## config.mk

```make
export PLATFORM = sky130hd
export DESIGN_NAME = apu_puncture
export DESIGN_NICKNAME = d
export VERILOG_FILES = /design/src/rtl/apu_pkg.sv /design/src/rtl/apu_drop_rule.sv /design/src/rtl/apu_frame_fsm.sv /design/src/rtl/apu_puncture.sv
export SDC_FILE = /design/constraint.sdc
export NUM_CORES = 1
export LEC_CHECK = 0
export BUFFER_PORTS_ARGS = -buffer_cell sky130_fd_sc_hd__buf_2
export CORE_UTILIZATION = 45
export CTS_BUF_LIST = sky130_fd_sc_hd__clkbuf_2
export DETAILED_ROUTE_END_ITERATION = 6
export PLACE_DENSITY = 0.74
export SLEW_MARGIN = 20
export SYNTH_ARGS = -nofsm -noshare
export SYNTH_HDL_FRONTEND = slang
export SYNTH_SLANG_ARGS = --single-unit
```

## constraint.sdc

```tcl
create_clock -name clk -period 2.5 [get_ports clk]
set_clock_uncertainty 0.05 [all_clocks]
set_input_delay 0.125 -clock clk [delete_from_list [all_inputs] [get_ports clk]]
set_output_delay 0.125 -clock clk [all_outputs]
set_load 0.05 [all_outputs]
```

## src/rtl/apu_pkg.sv

```systemverilog
package apu_pkg;

    typedef enum logic [0:0] {
        ST_INFO   = 1'b0,
        ST_PARITY = 1'b1
    } apu_state_e;

endpackage

```

## src/rtl/apu_drop_rule.sv

```systemverilog
module apu_drop_rule #(
    parameter int PAR_LEN = 480,
    parameter int CNT_W   = 9,
    parameter int POS_W   = 10
) (
    input  logic             in_parity,
    input  logic [POS_W-1:0] par_idx,
    input  logic [CNT_W-1:0] erase_cnt,
    output logic             keep,
    output logic             final_keep
);

    localparam int HALF = PAR_LEN / 2;

    logic [POS_W-1:0] pair_idx;
    logic [POS_W-1:0] last_idx;
    logic             dropped;

    // odd parity positions are candidates; the first erase_cnt of them go
    assign pair_idx = par_idx >> 1;
    assign dropped  = in_parity && par_idx[0] && (pair_idx < POS_W'(erase_cnt));
    assign keep     = !dropped;

    generate
        if (PAR_LEN % 2 == 0) begin : g_even
            // the final parity bit is odd-indexed and erasable at full budget
            assign last_idx = (erase_cnt == CNT_W'(HALF)) ? POS_W'(PAR_LEN - 2)
                                                          : POS_W'(PAR_LEN - 1);
        end else begin : g_odd
            assign last_idx = POS_W'(PAR_LEN - 1);
        end
    endgenerate

    assign final_keep = in_parity && (par_idx == last_idx);

endmodule

```

## src/rtl/apu_frame_fsm.sv

```systemverilog
module apu_frame_fsm
    import apu_pkg::*;
#(
    parameter int INFO_LEN = 480,
    parameter int PAR_LEN  = 480,
    parameter int CNT_W    = 9,
    parameter int POS_W    = 10
) (
    input  logic             clk,
    input  logic             rst_n,
    input  logic             in_valid,
    input  logic             in_last,
    input  logic [CNT_W-1:0] erase_req,
    output apu_state_e       state_o,
    output logic [POS_W-1:0] par_idx_o,
    output logic [CNT_W-1:0] erase_o
);

    localparam int               FRAME_LEN = INFO_LEN + PAR_LEN;
    localparam logic [POS_W-1:0] LAST_INFO = POS_W'(INFO_LEN - 1);
    localparam logic [POS_W-1:0] LAST_POS  = POS_W'(FRAME_LEN - 1);
    localparam logic [CNT_W-1:0] HALF_C    = CNT_W'(PAR_LEN / 2);

    apu_state_e       state_q, state_d;
    logic [POS_W-1:0] pos_q, pos_d;
    logic [CNT_W-1:0] erase_q, erase_d;
    logic [CNT_W-1:0] erase_clamped;

    assign erase_clamped = (erase_req > HALF_C) ? HALF_C : erase_req;

    always_comb begin
        state_d = state_q;
        pos_d   = pos_q;
        erase_d = erase_q;
        if (in_valid) begin
            unique case (state_q)
                ST_INFO: begin
                    if (pos_q == '0) begin
                        erase_d = erase_clamped;
                    end
                    if (in_last) begin
                        pos_d = '0;                      // T_RESYNC
                    end else if (pos_q == LAST_INFO) begin
                        state_d = ST_PARITY;             // T_ENTER_PARITY
                        pos_d   = pos_q + POS_W'(1);
                    end else begin
                        pos_d = pos_q + POS_W'(1);
                    end
                end
                ST_PARITY: begin
                    if (in_last || pos_q == LAST_POS) begin
                        state_d = ST_INFO;               // T_FRAME_DONE / T_RESYNC
                        pos_d   = '0;
                    end else begin
                        pos_d = pos_q + POS_W'(1);
                    end
                end
                default: begin
                    state_d = ST_INFO;
                    pos_d   = '0;
                end
            endcase
        end
    end

    always_ff @(posedge clk) begin
        if (!rst_n) begin
            state_q <= ST_INFO;
            pos_q   <= '0;
            erase_q <= '0;
        end else begin
            state_q <= state_d;
            pos_q   <= pos_d;
            erase_q <= erase_d;
        end
    end

    assign state_o   = state_q;
    assign par_idx_o = pos_q - POS_W'(INFO_LEN);
    assign erase_o   = erase_q;

endmodule

```

## src/rtl/apu_puncture.sv

```systemverilog
module apu_puncture
    import apu_pkg::*;
#(
    parameter  int INFO_LEN = 480,
    parameter  int PAR_LEN  = 480,
    localparam int CNT_W    = $clog2(PAR_LEN + 1)
) (
    input  logic             clk,
    input  logic             rst_n,
    input  logic             in_valid,
    input  logic             in_bit,
    input  logic             in_last,
    input  logic [CNT_W-1:0] erase_req,
    output logic             out_valid,
    output logic             out_bit,
    output logic             out_last
);

    localparam int POS_W = $clog2(INFO_LEN + PAR_LEN);

    apu_state_e       state;
    logic [POS_W-1:0] par_idx;
    logic [CNT_W-1:0] erase_cnt;
    logic             keep;
    logic             final_keep;

    apu_frame_fsm #(
        .INFO_LEN (INFO_LEN),
        .PAR_LEN  (PAR_LEN),
        .CNT_W    (CNT_W),
        .POS_W    (POS_W)
    ) u_fsm (
        .clk       (clk),
        .rst_n     (rst_n),
        .in_valid  (in_valid),
        .in_last   (in_last),
        .erase_req (erase_req),
        .state_o   (state),
        .par_idx_o (par_idx),
        .erase_o   (erase_cnt)
    );

    apu_drop_rule #(
        .PAR_LEN (PAR_LEN),
        .CNT_W   (CNT_W),
        .POS_W   (POS_W)
    ) u_rule (
        .in_parity  (state == ST_PARITY),
        .par_idx    (par_idx),
        .erase_cnt  (erase_cnt),
        .keep       (keep),
        .final_keep (final_keep)
    );

    always_ff @(posedge clk) begin
        if (!rst_n) begin
            out_valid <= 1'b0;
            out_bit   <= 1'b0;
            out_last  <= 1'b0;
        end else begin
            out_valid <= in_valid && keep;
            out_bit   <= in_bit;
            out_last  <= in_valid && keep && final_keep;
        end
    end

endmodule

```

### Word-level counts from Yosys, hierarchy flattened

Cells that the tools add are included.

* flip-flop bits (word level): 23
* bits in latches: 0
* bits in writable memories: 0
* bits in read-only memories: 0
* bits of input ports: 14
* output and inout port bits: 3
* word-level logic and storage cells: 33
* memories: 0

* $add $sub $neg: 2
* multipliers: 0
* div/mod/pow operators: 0
* order comparisons: 2
* equality and inequality tests: 4
* shift-type cells: 0
* muxes and demuxes: 9
* bitwise logic cells: 1
* reduce and logical (&&, ||, !) cells: 9

Operators with widths (count)
* 10-bit two-way mux: 2
* 10-bit case mux with 2 select lines: 1
* 10-bit by 1-bit adder with 10-bit output, second input constant: 1
* 10-bit == test: 1
* 10-bit == test, second input constant: 1
* 10-bit by 9-bit == test with 1-bit output, second input constant: 1
* 10-bit logical NOT: 1
* 10-bit by 9-bit subtractor with 10-bit output, second input constant: 1
* 9-bit by 8-bit == test with 1-bit output, second input constant: 1
* 9-bit by 8-bit greater-than comparator with 1-bit output, second input constant: 1
* 9-bit < comparator: 1
* 9-bit two-way mux: 1
* 1-bit logical AND: 5
* 1-bit two-way mux: 4
* 3-bit AND reduction: 1
* 1-bit case mux with 2 select lines: 1
* 1-bit logical NOT: 1
* 1-bit logical OR: 1
* 1-bit NOT: 1

### Depth between registers and ports, before layout

Gate-level depths: netlist of run 1.

* depth after elaboration: 6
* gate-level depth with buffers: 9
* depth with buffers taken out: 8

### Modules after synthesis

A second synthesis of run 1 with hierarchy kept.

* cells, all modules: 160
* area total of the unflattened synthesis: 1386.3 um^2

By module, submodules not included
* apu_frame_fsm: instances 1, cells each 115, area each 1034.7 um^2, seq. area each 400.4 um^2
* apu_drop_rule: instances 1, cells each 39, area each 267.8 um^2, seq. area each 0.0 um^2
* apu_puncture: instances 1, cells each 6, area each 83.8 um^2, seq. area each 60.1 um^2

### Least setup slack after synthesis of run 1

Ideal clock, no wire load.

* path type: reg-to-reg
* from: register u_fsm.pos_q[6]
* to: register out_last
* library setup time: 124 ps
* data arrival time: 1905 ps
* data required time: 2326 ps
* slack: 421 ps
* stages on the path, launching flop included: 9
* path buffers: 0
* clock period less this slack: 2079 ps
* path through: dfxtp_1 ha_1 xor2_1 ha_1 and4_1 o21ai_0 o221ai_1 a41o_1 nor4b_2

* cells in the longest elaborated chain, start to end: 6
* elaborated cells between the ends (all ways): 8
* those cells by class: add/sub (1); order compare (1); eq/ne (1); reduce/logical (5)

RTL lines
* start: declaration: line apu_frame_fsm.sv:25 `logic [POS_W-1:0] pos_q, pos_d;`
* start signal: assignment: line apu_frame_fsm.sv:73 `pos_q <= pos_d;`
* 10-bit by 9-bit subtractor with 10-bit output (*): line apu_frame_fsm.sv:79 `assign par_idx_o = pos_q - POS_W'(INFO_LEN);`
* 9-bit < comparator: line apu_drop_rule.sv:21 `assign dropped = in_parity && par_idx[0] && (pair_idx < POS_W'(erase_cnt));`
* 1-bit logical AND: line apu_drop_rule.sv:21
* 1-bit logical NOT: line apu_drop_rule.sv:22 `assign keep = !dropped;`
* 1-bit logical AND: line apu_puncture.sv:63 `out_last <= in_valid && keep && final_keep;`
* 1-bit logical AND (*): line apu_puncture.sv:63
* end signal: assignment: line apu_puncture.sv:63
* end: declaration: line apu_puncture.sv:16 `output logic out_last`

Mark *: on every way between the ends. The rest lies on a longest branch, timed or not.
A chain may end at the register's enable or synchronous reset.

### Final worst setup path of run 1

Ends and elaborated chain as after synthesis.

==> key figures, run 1 <==
Outcome
  • Run status: completed

Drt
  • WL/cell: 13.5 um
  • Detailed-router iteration count before antenna repair: 4
  • Post-DRT Antenna Nets: 0
  • Routed vias: 1,122
  • Iter 0 DRT Violations: 37
  • DR vias/cell: 5.37
  • Wire length after detailed routing: 2830 um
  • Number of design rule violations left after detail routing: 0

Synthesis
  • Mapped cell area: 1360 um^2
  • Share of the yosys chip area belonging to registers: 33.9%
  • Synth warnings: 0
  • Area share of the largest cell type after synthesis: 33.9%
  • Post-synthesis cell type with the largest combined area: dfxtp_1
  • Mean Syn Cell Area: 8.65 um^2
  • Number of distinct library cells after synthesis: 39
  • Largest cells by area after synthesis: dfxtp_1 34%, ha_1 10%, nand2_1 6.4%, xor2_1 4.5%, nor2_1 3.9%
  • Syn_nets: 182
  • Cells after Synth: 157
  • Flop and latch count out of synthesis: 23

STA
  • Total count of max-transition violations in the final report: 0
  • Slew headroom: 71.6%
  • Highest clock rate: 0.428 GHz
  • Unrepaired setup endpoints after global routing: no
  • Sum of negative setup slack: 0 ns
  • Transition time at the pin with the least slew margin: 0.426 ns
  • Final critical-path share of the clock period: 93.5%
  • Setup-failing EPs final: 0
  • Min Tclk post-route: 2.34 ns
  • Hold violation count in the final report: 0

Critical path
  • Cell seen most often among critical-path stages: ha_1
  • Crit Path Max Fanout: 6
  • Critical Path Source Type: register
  • Slowest stage cell, crit path: dfxtp_1
  • Worst path arrival time: 2.56 ns
  • Type of the setup path with the least slack: register to register
  • Endpoint kind of the worst setup timing path: register
  • Data required time at the worst endpoint: 2.72 ns
  • List of cells traversed by the critical path: ha_1, xor2_1, ha_1, and4_1, o21ai_0, o221ai_1, a41o_1, nor4b_2
  • Maximum single-stage delay on the critical path: 0.53 ns

Global route
  • Remaining global-route overflow: 0
  • Number of antenna violations at the first check in global routing: 0
  • GRT Total Usage: 19.8%
  • Maximum number of pins on one net before global-route repair: 18
  • Number of global-route vias before repair: 1,076
  • Global-route wire length before repair: 4900 um

Power
  • Power share of the sequential group: 60.0%
  • P_int: 465 uW
  • Sw frac: 28.4%
  • Portion of total power attributed to combinational logic: 16.0%
  • VDD IR max: 0.288 mV
  • Leakage power figure: 0.627 nW
  • Clock network power share: 24.1%
  • Switching component of the power: 184 uW
  • Power per unit of standard cell area: 425 nW/um^2

Run
  • Max-cap violations: 0

Clock tree
  • Post-CTS Setup Bufs: 0
  • Level count of the clock H-tree: 1
  • Buffer type at the clock tree root: clkbuf_2
  • Count of cells resized by post-cts repair: 0
  • Worst-skew pair later-pin latency: 0.36 ns
  • Number of sinks driven by the clock tree: 23
  • Clk buf depth: 2
  • Clock tree from TritonCTS: yes
  • Clk slew on worst S/H paths: 0.22 ns
  • Number of buffers inserted during clock tree synthesis: 3

Layout
  • Fraction of layout cells with a size suffix above 1: 15.7%
  • Final layout net count: 204
  • Syn-to-layout area delta: 12.5%
  • Final Instance Count excl. Fillers: 209
  • Number of fillers in the final layout: 276
  • Diode count: 0
  • Share of the core filled with cells in the final layout: 54.5%

Placement
  • Detailed Place HPWL: 2130 um
  • Number of placed cells counting well taps: 198
  • IO buf count: 16
  • Placer congestion estimate: 0.827

Floorplan
  • Die Area: 3240 um^2
  • Num rows: 19
  • Die height: 57.0 um
  • Width of the die: 57.0 um
  • Core ar.: 2810 um^2
  • I/O pins: 17
  • Starting density of the core: 48.4%

Hold path
  • Class of the tightest hold or removal check: input pin to register
## synthesized netlist by cell type
master	count
nor2b_1	1
o31ai_1	1
nand2b_1	1
nand4_1	2
buf_6	2
nor4b_2	1
nor4b_1	1
dfxtp_1	23
nand3_1	6
xor2_1	7
nor4_2	1
nor4_4	1
o21ai_0	5
a41o_1	1
nor4b_4	1
inv_1	13
nand3b_1	1
a32oi_1	1
a31oi_1	1
o221ai_1	1
nand2_1	23
a21oi_1	3
o21ai_1	1
clkbuf_1	1
a21boi_0	1
a41oi_1	1
a211oi_1	2
nand4_4	1
o311a_1	4
and4_1	1
xnor2_1	6
and2_1	7
and3_1	1
nor2_1	14
nor3_1	3
o21ai_2	1
ha_1	11
and3_2	1
buf_2	4
## stage by stage
step | power (mW) | area [um^2] | hold slack (ns) | setup WS, ns
6_report | 0.650 | 1530 | 0.0282 | 0.162
5_1_grt | 0.678 | 1530 | 0.0253 | 0.0155
4_1_cts | 0.652 | 1530 | 0.00794 | 0.195
3_5_place_dp | 0.489 | 1440 | 0.284 | 0.204
3_3_place_gp | 0.486 | 1440 | 0.281 | 0.297
2_1_floorplan | 0.464 | 1360 | 0.202 | 0.421
## final timing paths
path	from	to	slack, ns	cells past startpoint
max	u_fsm.pos_q[6]	out_last	0.16	8
min	erase_req[8]	u_fsm.erase_o[7]	0.03	2
max reg2reg	u_fsm.pos_q[6]	out_last	0.16	8
min reg2reg	u_fsm.erase_o[8]	u_fsm.erase_o[8]	0.51	1
## power by group through the flow
stage / combinational (mW) / sequential (mW) / clock [mW]
final: 0.104 / 0.390 / 0.156
after global routing: 0.117 / 0.392 / 0.169
after CTS: 0.103 / 0.390 / 0.159
after detailed placement: 0.0927 / 0.397 / 0
after global placement: 0.0899 / 0.396 / 0
after floorplan: 0.0639 / 0.400 / 0
## metal layers
metal,GRT usage [%],up-vias,part of all wire (%)
met5,0,-,0
li1,-,579,-
met2,36.3,23,50
met4,4.18,0,1.2
met1,23.9,516,46
met3,4.08,4,3.0
## worst max-delay path, delay by kind of cell, from the launching register on
| family | cells | cell delay, ns |
|---|---|---|
| flops | 1 | 0.53 |
| xor+xnor | 1 | 0.22 |
| compound gates | 3 | 0.50 |
| simple gates | 2 | 0.36 |
| fa+ha+maj | 2 | 0.60 |
## sequential cells by signal (all words and copies together) (netlist names)
signal and count:
u_fsm.state_o 1, u_fsm.erase_o 9, out_last 1, u_fsm.pos_q 10
out_valid 1, out_bit 1
## layout by cell type, fill, tap and decap left out, types with 2 or more instances in the layout
cell | netlist | final
nand2_1 | 23 | 23
dfxtp_1 | 23 | 23
buf_2 | 4 | 16
nor2_1 | 14 | 14
inv_1 | 13 | 13
ha_1 | 11 | 11
and2_1 | 7 | 7
xor2_1 | 7 | 7
dlygate4sd3_1 | 0 | 7
xnor2_1 | 6 | 6
nand3_1 | 6 | 6
o21ai_0 | 5 | 5
o311a_1 | 4 | 4
nor3_1 | 3 | 3
a21oi_1 | 3 | 3
clkbuf_2 | 0 | 3
nand4_1 | 2 | 2
a211oi_1 | 2 | 2
## kinds of logic after synthesis
| group | after synthesis | share of synthesized area [%] |
|---|---|---|
| DFF | 23 | 33.9 |
| adders and majority gates | 11 | 10.1 |
| AOI/OAI and AO/OA | 23 | 12.2 |
| and+or+nand+nor | 67 | 28.4 |
| xor gates and xnor gates | 13 | 8.38 |
| buffers and inverters | 20 | 7.00 |
## what timing repair did
item | in CTS | in global routing
hold endpoints to repair | 5 | 0
hold buffers | 7 | 0
setup endpoints to repair | 0 | 0
## layout make-up
class,instances,area [um^2],area share [%]
clock buffers,3,15.0,0.982
multi-input cells,114,803,52.5
repair buffers,24,158,10.3
inverters,13,48.8,3.19
flip-flops and latches,23,460,30.1
clock inverters,1,5.00,0.327
well taps,31,38.8,2.54
Note: power is estimated with default switching activity, not from simulation.
==> run 2, diff against run 1 <==
--- a/config.mk
+++ b/config.mk
@@ -6,11 +6,12 @@
 export NUM_CORES = 1
 export LEC_CHECK = 0
 export BUFFER_PORTS_ARGS = -buffer_cell sky130_fd_sc_hd__buf_2
-export CORE_UTILIZATION = 45
+export CORE_UTILIZATION = 35
 export CTS_BUF_LIST = sky130_fd_sc_hd__clkbuf_2
 export DETAILED_ROUTE_END_ITERATION = 6
-export PLACE_DENSITY = 0.74
+export PLACE_DENSITY = 0.63
 export SLEW_MARGIN = 20
 export SYNTH_ARGS = -nofsm -noshare
 export SYNTH_HDL_FRONTEND = slang
+export SYNTH_HIERARCHICAL = 1
 export SYNTH_SLANG_ARGS = --single-unit
==> run 2 against run 1 <==
Hold slack improved by 0.011 ns. Die area increased by 30%. Combinational power decreased by 11%. Sequential cell count unchanged. Wire length decreased by 1.9%. Highest routed layer is now met3. Via count decreased by 0.53%. First-iteration DRC count increased by 49%. Sequential power about the same. Area after synthesis increased by 2.0%. Count of clock-buffer cells in the layout increased by 1. Critical endpoint is now out_valid. Global-route usage decreased by 5.1 points. Largest power group unchanged.
==> key figures, run 2 <==
Outcome
  • Run status: completed (unchanged)

Floorplan
  • Width of the die: 64.9 um (was 57.0 um)
  • Num rows: 22 (was 19)
  • Die Area: 4220 um^2 (was 3240 um^2)
  • Core ar.: 3720 um^2 (was 2810 um^2)
  • I/O pins: 17 (unchanged)
  • Die height: 64.9 um (was 57.0 um)
  • Starting density of the core: 37.3% (was 48.4%)

Global route
  • Number of global-route vias before repair: 1,085 (was 1,076)
  • Remaining global-route overflow: 0 (unchanged)
  • Number of antenna violations at the first check in global routing: 0 (unchanged)
  • Maximum number of pins on one net before global-route repair: 18 (unchanged)
  • GRT Total Usage: 14.8% (was 19.8%)
  • Global-route wire length before repair: 4860 um (was 4900 um)

Power
  • Switching component of the power: 166 uW (was 184 uW)
  • Portion of total power attributed to combinational logic: 14.7% (was 16.0%)
  • P_int: 463 uW (was 465 uW)
  • Clock network power share: 23.6% (was 24.1%)
  • Power per unit of standard cell area: 411 nW/um^2 (was 425 nW/um^2)
  • Power consumption: 630 uW (was 650 uW)
  • VDD IR max: 0.179 mV (was 0.288 mV)
  • Leakage power figure: 0.584 nW (was 0.627 nW)
  • Sw frac: 26.4% (was 28.4%)
  • Power share of the sequential group: 61.7% (was 60.0%)

STA
  • Setup-failing EPs final: 0 (unchanged)
  • Transition time at the pin with the least slew margin: 0.382 ns (was 0.426 ns)
  • Total count of max-transition violations in the final report: 0 (unchanged)
  • Final critical-path share of the clock period: 81.8% (was 93.5%)
  • Unrepaired setup endpoints after global routing: no (unchanged)
  • Min Tclk post-route: 2.04 ns (was 2.34 ns)
  • Sum of negative setup slack: 0 ns (unchanged)
  • Hold violation count in the final report: 0 (unchanged)
  • Fin worst setup slack: 0.455 ns (was 0.162 ns)
  • Worst hold slack: 0.0390 ns (was 0.0282 ns)
  • Highest clock rate: 0.489 GHz (was 0.428 GHz)
  • Slew headroom: 74.2% (was 71.6%)

Clock tree
  • Count of cells resized by post-cts repair: 0 (unchanged)
  • Number of buffers inserted during clock tree synthesis: 3 (unchanged)
  • Clk buf depth: 2 (unchanged)
  • Clock tree from TritonCTS: yes (unchanged)
  • Worst-skew pair later-pin latency: 0.32 ns (was 0.36 ns)
  • Number of sinks driven by the clock tree: 23 (unchanged)
  • Buffer type at the clock tree root: clkbuf_2 (unchanged)
  • Clk slew on worst S/H paths: 0.20 ns (was 0.22 ns)
  • Level count of the clock H-tree: 1 (unchanged)

Drt
  • Routed vias: 1,116 (was 1,122)
  • Number of design rule violations left after detail routing: 0 (unchanged)
  • Iter 0 DRT Violations: 55 (was 37)
  • WL/cell: 12.4 um (was 13.5 um)
  • Wire length after detailed routing: 2780 um (was 2830 um)
  • Post-DRT Antenna Nets: 0 (unchanged)
  • Detailed-router iteration count before antenna repair: 4 (unchanged)
  • DR vias/cell: 4.98 (was 5.37)

Synthesis
  • Area share of the largest cell type after synthesis: 33.2% (was 33.9%)
  • Synth warnings: 6 (was 0)
  • Flop and latch count out of synthesis: 23 (unchanged)
  • Mean Syn Cell Area: 8.66 um^2 (was 8.65 um^2)
  • Share of synthesized registers carrying an async set or reset: 0% (unchanged)
  • Post-synthesis cell type with the largest combined area: dfxtp_1 (unchanged)
  • Syn_nets: 185 (was 182)
  • Number of distinct library cells after synthesis: 37 (was 39)
  • Top post-synthesis cells by count: 23 x dfxtp_1, 18 x nor2_1, 12 x nand2_1 (was 23 x dfxtp_1, 23 x nand2_1, 14 x nor2_1)
  • Mapped cell area: 1390 um^2 (was 1360 um^2)
  • Largest cells by area after synthesis: dfxtp_1 33%, ha_1 9.9%, nor2_1 4.9%, xnor2_1 4.4%, nand3_1 3.6% (was dfxtp_1 34%, ha_1 10%, nand2_1 6.4%, xor2_1 4.5%, nor2_1 3.9%)
  • Leading register cell type out of synthesis: dfxtp_1 (unchanged)
  • Cells after Synth: 160 (was 157)
  • Cell with the most instances after synthesis: dfxtp_1
  • Share of the yosys chip area belonging to registers: 33.2% (was 33.9%)
  • Number of flops mapped to enable cells by yosys: 0 (unchanged)

Placement
  • Placer congestion estimate: 0.845 (was 0.827)
  • Number of placed cells counting well taps: 214 (was 198)
  • Detailed Place HPWL: 2050 um (was 2130 um)
  • Setup slack at placement: 0.488 ns (was 0.204 ns)
  • IO buf count: 16 (unchanged)

Layout
  • Fraction of layout cells with a size suffix above 1: 18.2% (was 15.7%)
  • Flip-flop count of the largest register, all copies and words added: 10 (unchanged)
  • Final Instance Count excl. Fillers: 224 (was 209)
  • Area occupied by registers: 460 um^2 (unchanged)
  • Area used by multi-input combinational logic: 805 um^2 (was 803 um^2)
  • Largest Register: u_fsm/pos_q (was u_fsm.pos_q)
  • Diode count: 0 (unchanged)
  • Most common library cell in the layout ignoring fill and taps: dfxtp_1
  • Number of fillers in the final layout: 382 (was 276)
  • Syn-to-layout area delta: 10.4% (was 12.5%)
  • Top library cells by usage in the layout, fill and taps aside: 23 x dfxtp_1, 18 x nor2_1, 16 x buf_2, 12 x nand2_1 (was 23 x nand2_1, 23 x dfxtp_1, 16 x buf_2, 14 x nor2_1, 13 x inv_1)
  • Final layout net count: 202 (was 204)

Critical path
  • Critical Path Source Type: register (unchanged)
  • Data required time at the worst endpoint: 2.70 ns (was 2.72 ns)
  • Crit Path Max Fanout: 6 (unchanged)
  • Endpoint kind of the worst setup timing path: register (unchanged)
  • Type of the setup path with the least slack: register to register (unchanged)
  • Worst path arrival time: 2.24 ns (was 2.56 ns)

Run
  • Max-cap violations: 0 (unchanged)

Hold path
  • Class of the tightest hold or removal check: input pin to register (unchanged)
## run 2: cell types whose count changed after synthesis, moves of 3 or more
cell,change
nand2_1,-11
and2_1,-6
buf_4,+6
nor3_1,+5
a21boi_1,+4
nand3_1,+4
nor2_1,+4
nor3b_2,+4
o311a_1,-4
buf_2,-3
nand4b_1,+3
## run 2: worst max-delay path, stage by stage (launching register included)
cell	delay, ns
dfxtp_1	0.52
ha_1	0.26
nand3_1	0.12
xor2_1	0.19
ha_1	0.32
a211oi_1	0.23
o21ai_1	0.10
and3_2	0.17
## run 2: timing repair
item,in CTS,in global routing
buffers inserted,0,0
hold buffers,5,1
endpoints found under the hold margin,5,1
## run 2: cell families after synthesis
family / after synthesis / synth area share (%)
and+or+nand+nor: 74 / 32.0
DFF: 23 / 33.2
buffers and inverters: 22 / 8.75
AOI/OAI and AO/OA: 18 / 8.57
xor gates and xnor gates: 12 / 7.58
adders and majority gates: 11 / 9.93
## run 2: final cells by class
| class | count | area share [%] |
|---|---|---|
| clock buffer | 4 | 1.31 |
| inverter | 12 | 2.94 |
| tap | 48 | 3.92 |
| timing repair buffer | 22 | 9.16 |
| sequential | 23 | 30.1 |
| multi-input combinational | 115 | 52.6 |
## run 2: path summary, 6_finish.rpt
kind / from / endpoint / slack (ns) / cells past startpoint
min reg2reg: u_fsm/erase_o[3] / u_fsm/erase_o[3] / 0.44 / 2
max: u_fsm/pos_q[6] / out_valid / 0.46 / 7
max reg2reg: u_fsm/pos_q[6] / out_valid / 0.46 / 7
min: erase_req[4] / u_fsm/erase_o[4] / 0.04 / 3
## run 2: per-stage QoR
step | area (um^2) | utilization (%)
after floorplan | 1390 | -
after global placement | 1450 | 39.0
after detailed placement | 1450 | 39.0
after CTS | 1520 | 40.9
after global routing | 1530 | 41.2
final | 1530 | 41.2
## run 2: power groups by stage
stage	Sequential (mW)	Clock (mW)	Combinational [mW]
after floorplan	0.399	0	0.0607
after global placement	0.395	0	0.0847
after detailed placement	0.396	0	0.0861
after CTS	0.389	0.157	0.0922
after global routing	0.391	0.178	0.104
final	0.388	0.149	0.0928
## run 2: routing by layer
metal / wire length, um / share of wire (%) / GRT usage, % / up-vias
li1: - / - / - / 583
met1: 1400 / 51 / 18.7 / 511
met2: 1280 / 46 / 26.0 / 22
met3: 93 / 3.4 / 3.70 / 0
met4: 0 / 0 / 0.833 / 0
met5: 0 / 0 / 0 / -
==> run 3, diff against run 2 <==
==> constraint.sdc (replaced) <==
create_clock -name clk -period 1.9 [get_ports clk]
set_clock_uncertainty 0.05 [all_clocks]
set_input_delay 0.095 -clock clk [delete_from_list [all_inputs] [get_ports clk]]
set_output_delay 0.095 -clock clk [all_outputs]
set_load 0.05 [all_outputs]
==> run 3 against run 2 <==
Maximum frequency increased by 13%. Non-clock buffer count up 11. Cell count grew 4.9%. Total power grew 34%. Sequential cell count stayed put.
==> key figures, run 3 (synthesis gave the netlist of run 2 again) <==
Global route
  • GRT Total Usage: 15.4% (was 14.8%)
  • Remaining global-route overflow: 0 (unchanged)
  • Global-route wire length before repair: 5020 um (was 4860 um)
  • Maximum number of pins on one net before global-route repair: 18 (unchanged)
  • Number of global-route vias before repair: 1,102 (was 1,085)
  • Number of antenna violations at the first check in global routing: 0 (unchanged)

Layout
  • Post-Layout Inst Area: 1660 um^2 (was 1530 um^2)
  • Syn-to-layout area delta: 20.0% (was 10.4%)
  • Largest Register: u_fsm/pos_q (unchanged)
  • Final layout net count: 213 (was 202)
  • Fraction of layout cells with a size suffix above 1: 25.1% (was 18.2%)
  • Most common library cell in the layout ignoring fill and taps: dfxtp_1 (unchanged)
  • Diode count: 0 (unchanged)
  • Flip-flop count of the largest register, all copies and words added: 10 (unchanged)
  • Top library cells by usage in the layout, fill and taps aside: 20 x dfxtp_1, 18 x nor2_1, 16 x buf_2, 12 x nand2_1, 11 x inv_1 (was 23 x dfxtp_1, 18 x nor2_1, 16 x buf_2, 12 x nand2_1)
  • Final Instance Count excl. Fillers: 235 (was 224)

Power
  • Power consumption: 846 uW (was 630 uW)
  • VDD IR max: 0.262 mV (was 0.179 mV)
  • Power per unit of standard cell area: 508 nW/um^2 (was 411 nW/um^2)
  • Leakage power figure: 0.637 nW (was 0.584 nW)

Clock tree
  • Number of sinks driven by the clock tree: 23 (unchanged)
  • Worst-skew pair later-pin latency: 0.34 ns (was 0.32 ns)
  • Number of buffers inserted during clock tree synthesis: 3 (unchanged)
  • Level count of the clock H-tree: 1 (unchanged)
  • Clk buf depth: 2 (unchanged)
  • Buffer type at the clock tree root: clkbuf_2 (unchanged)
  • Clock tree from TritonCTS: yes (unchanged)
  • Clk slew on worst S/H paths: 0.22 ns (was 0.20 ns)

STA
  • Transition time at the pin with the least slew margin: 0.337 ns (was 0.382 ns)
  • Highest clock rate: 0.552 GHz (was 0.489 GHz)
  • Setup-failing EPs final: 0 (unchanged)
  • Min Tclk post-route: 1.81 ns (was 2.04 ns)
  • Slew headroom: 77.2% (was 74.2%)
  • Unrepaired setup endpoints after global routing: yes (was no)
  • Hold violation count in the final report: 0 (unchanged)
  • Final critical-path share of the clock period: 95.4% (was 81.8%)
  • Total count of max-transition violations in the final report: 0 (unchanged)
  • Fin worst setup slack: 0.0881 ns (was 0.455 ns)

Critical path
  • Endpoint kind of the worst setup timing path: register (unchanged)
  • Type of the setup path with the least slack: register to register (unchanged)
  • Crit Path Max Fanout: 3 (was 6)
  • Worst path arrival time: 2.07 ns (was 2.24 ns)
  • Data required time at the worst endpoint: 2.16 ns (was 2.70 ns)
  • Critical Path Source Type: register (unchanged)

Placement
  • Number of placed cells counting well taps: 220 (was 214)
  • Placer congestion estimate: 0.803 (was 0.845)
  • Area after DPL: 1500 um^2 (was 1450 um^2)
  • Detailed Place HPWL: 2140 um (was 2050 um)
  • IO buf count: 16 (unchanged)
  • Setup slack at placement: 0.0992 ns (was 0.488 ns)

Floorplan
  • Width of the die: 64.9 um (unchanged)
  • Starting density of the core: 37.3% (unchanged)
  • Core ar.: 3720 um^2 (unchanged)
  • Die height: 64.9 um (unchanged)
  • Die Area: 4220 um^2 (unchanged)
  • I/O pins: 17 (unchanged)
  • Num rows: 22 (unchanged)

Run
  • Max-cap violations: 0 (unchanged)

Drt
  • Routed vias: 1,177 (was 1,116)
  • Iter 0 DRT Violations: 92 (was 55)
  • Detailed-router iteration count before antenna repair: 4 (unchanged)
  • DR vias/cell: 5.01 (was 4.98)
  • WL/cell: 12.6 um (was 12.4 um)
  • Number of design rule violations left after detail routing: 0 (unchanged)
  • Wire length after detailed routing: 2970 um (was 2780 um)
  • Post-DRT Antenna Nets: 0 (unchanged)

Outcome
  • Run status: completed (unchanged)

Hold path
  • Class of the tightest hold or removal check: input pin to register (unchanged)
-- run 3: area by class of cell --
class                      instances  area [um^2]
fill                             379         2050
multi-input combinational        115          842
sequential                        23          464
timing repair buffer              33          233
tap                               48         60.1
inverter                          12         45.0
clock buffer                       4         20.0
-- run 3: where the power goes --
part	switching [mW]	leakage [nW]	internal (mW)	total (mW)
Combinational	0.0690	0.432	0.0621	0.131
Sequential	0.0120	0.189	0.499	0.511
Clock	0.148	0.0166	0.0556	0.204
-- run 3: worst paths after layout --
kind               startpoint          endpoint  slack (ns)  depth (start not counted)
max          u_fsm/erase_o[1]          out_last        0.09                          5
min                  in_valid    u_fsm/pos_q[1]        0.02                          3
max reg2reg  u_fsm/erase_o[1]          out_last        0.09                          5
min reg2reg  u_fsm/erase_o[1]  u_fsm/erase_o[1]        0.42                          2
-- run 3: critical path: stages, from the launching register on --
cell and delay (ns):
dfxtp_2 0.37, or4b_1 0.52, nor4_2 0.32, xnor2_1 0.09, nor4_1 0.24, and4_1 0.20
-- run 3: metrics by stage --
step / setup TNS, ns / utilization, % / hold slack, ns
CTS: 0 / 42.7 / 0.000571
global route: -0.0255 / 44.8 / 0.00234
finish: 0 / 44.8 / 0.0231
floorplan: 0 / - / 0.181
global placement: 0 / 40.2 / 0.270
detailed placement: 0 / 40.2 / 0.278
-- run 3: repair_timing --
| item | in CTS | in global routing |
|---|---|---|
| resized for setup | 0 | 9 |
| hold buffers | 7 | 3 |
| buffers inserted | 0 | 1 |
| hold endpoints to repair | 7 | 4 |
| endpoints found under the setup margin | 0 | 2 |
-- run 3: routing by layer --
metal	vias to the layer above	GRT usage (%)	share of wire, %
met2	22	26.7	48
met3	0	4.40	3.7
li1	599	-	-
met4	0	0.833	0
met1	556	19.5	48
met5	-	0	0
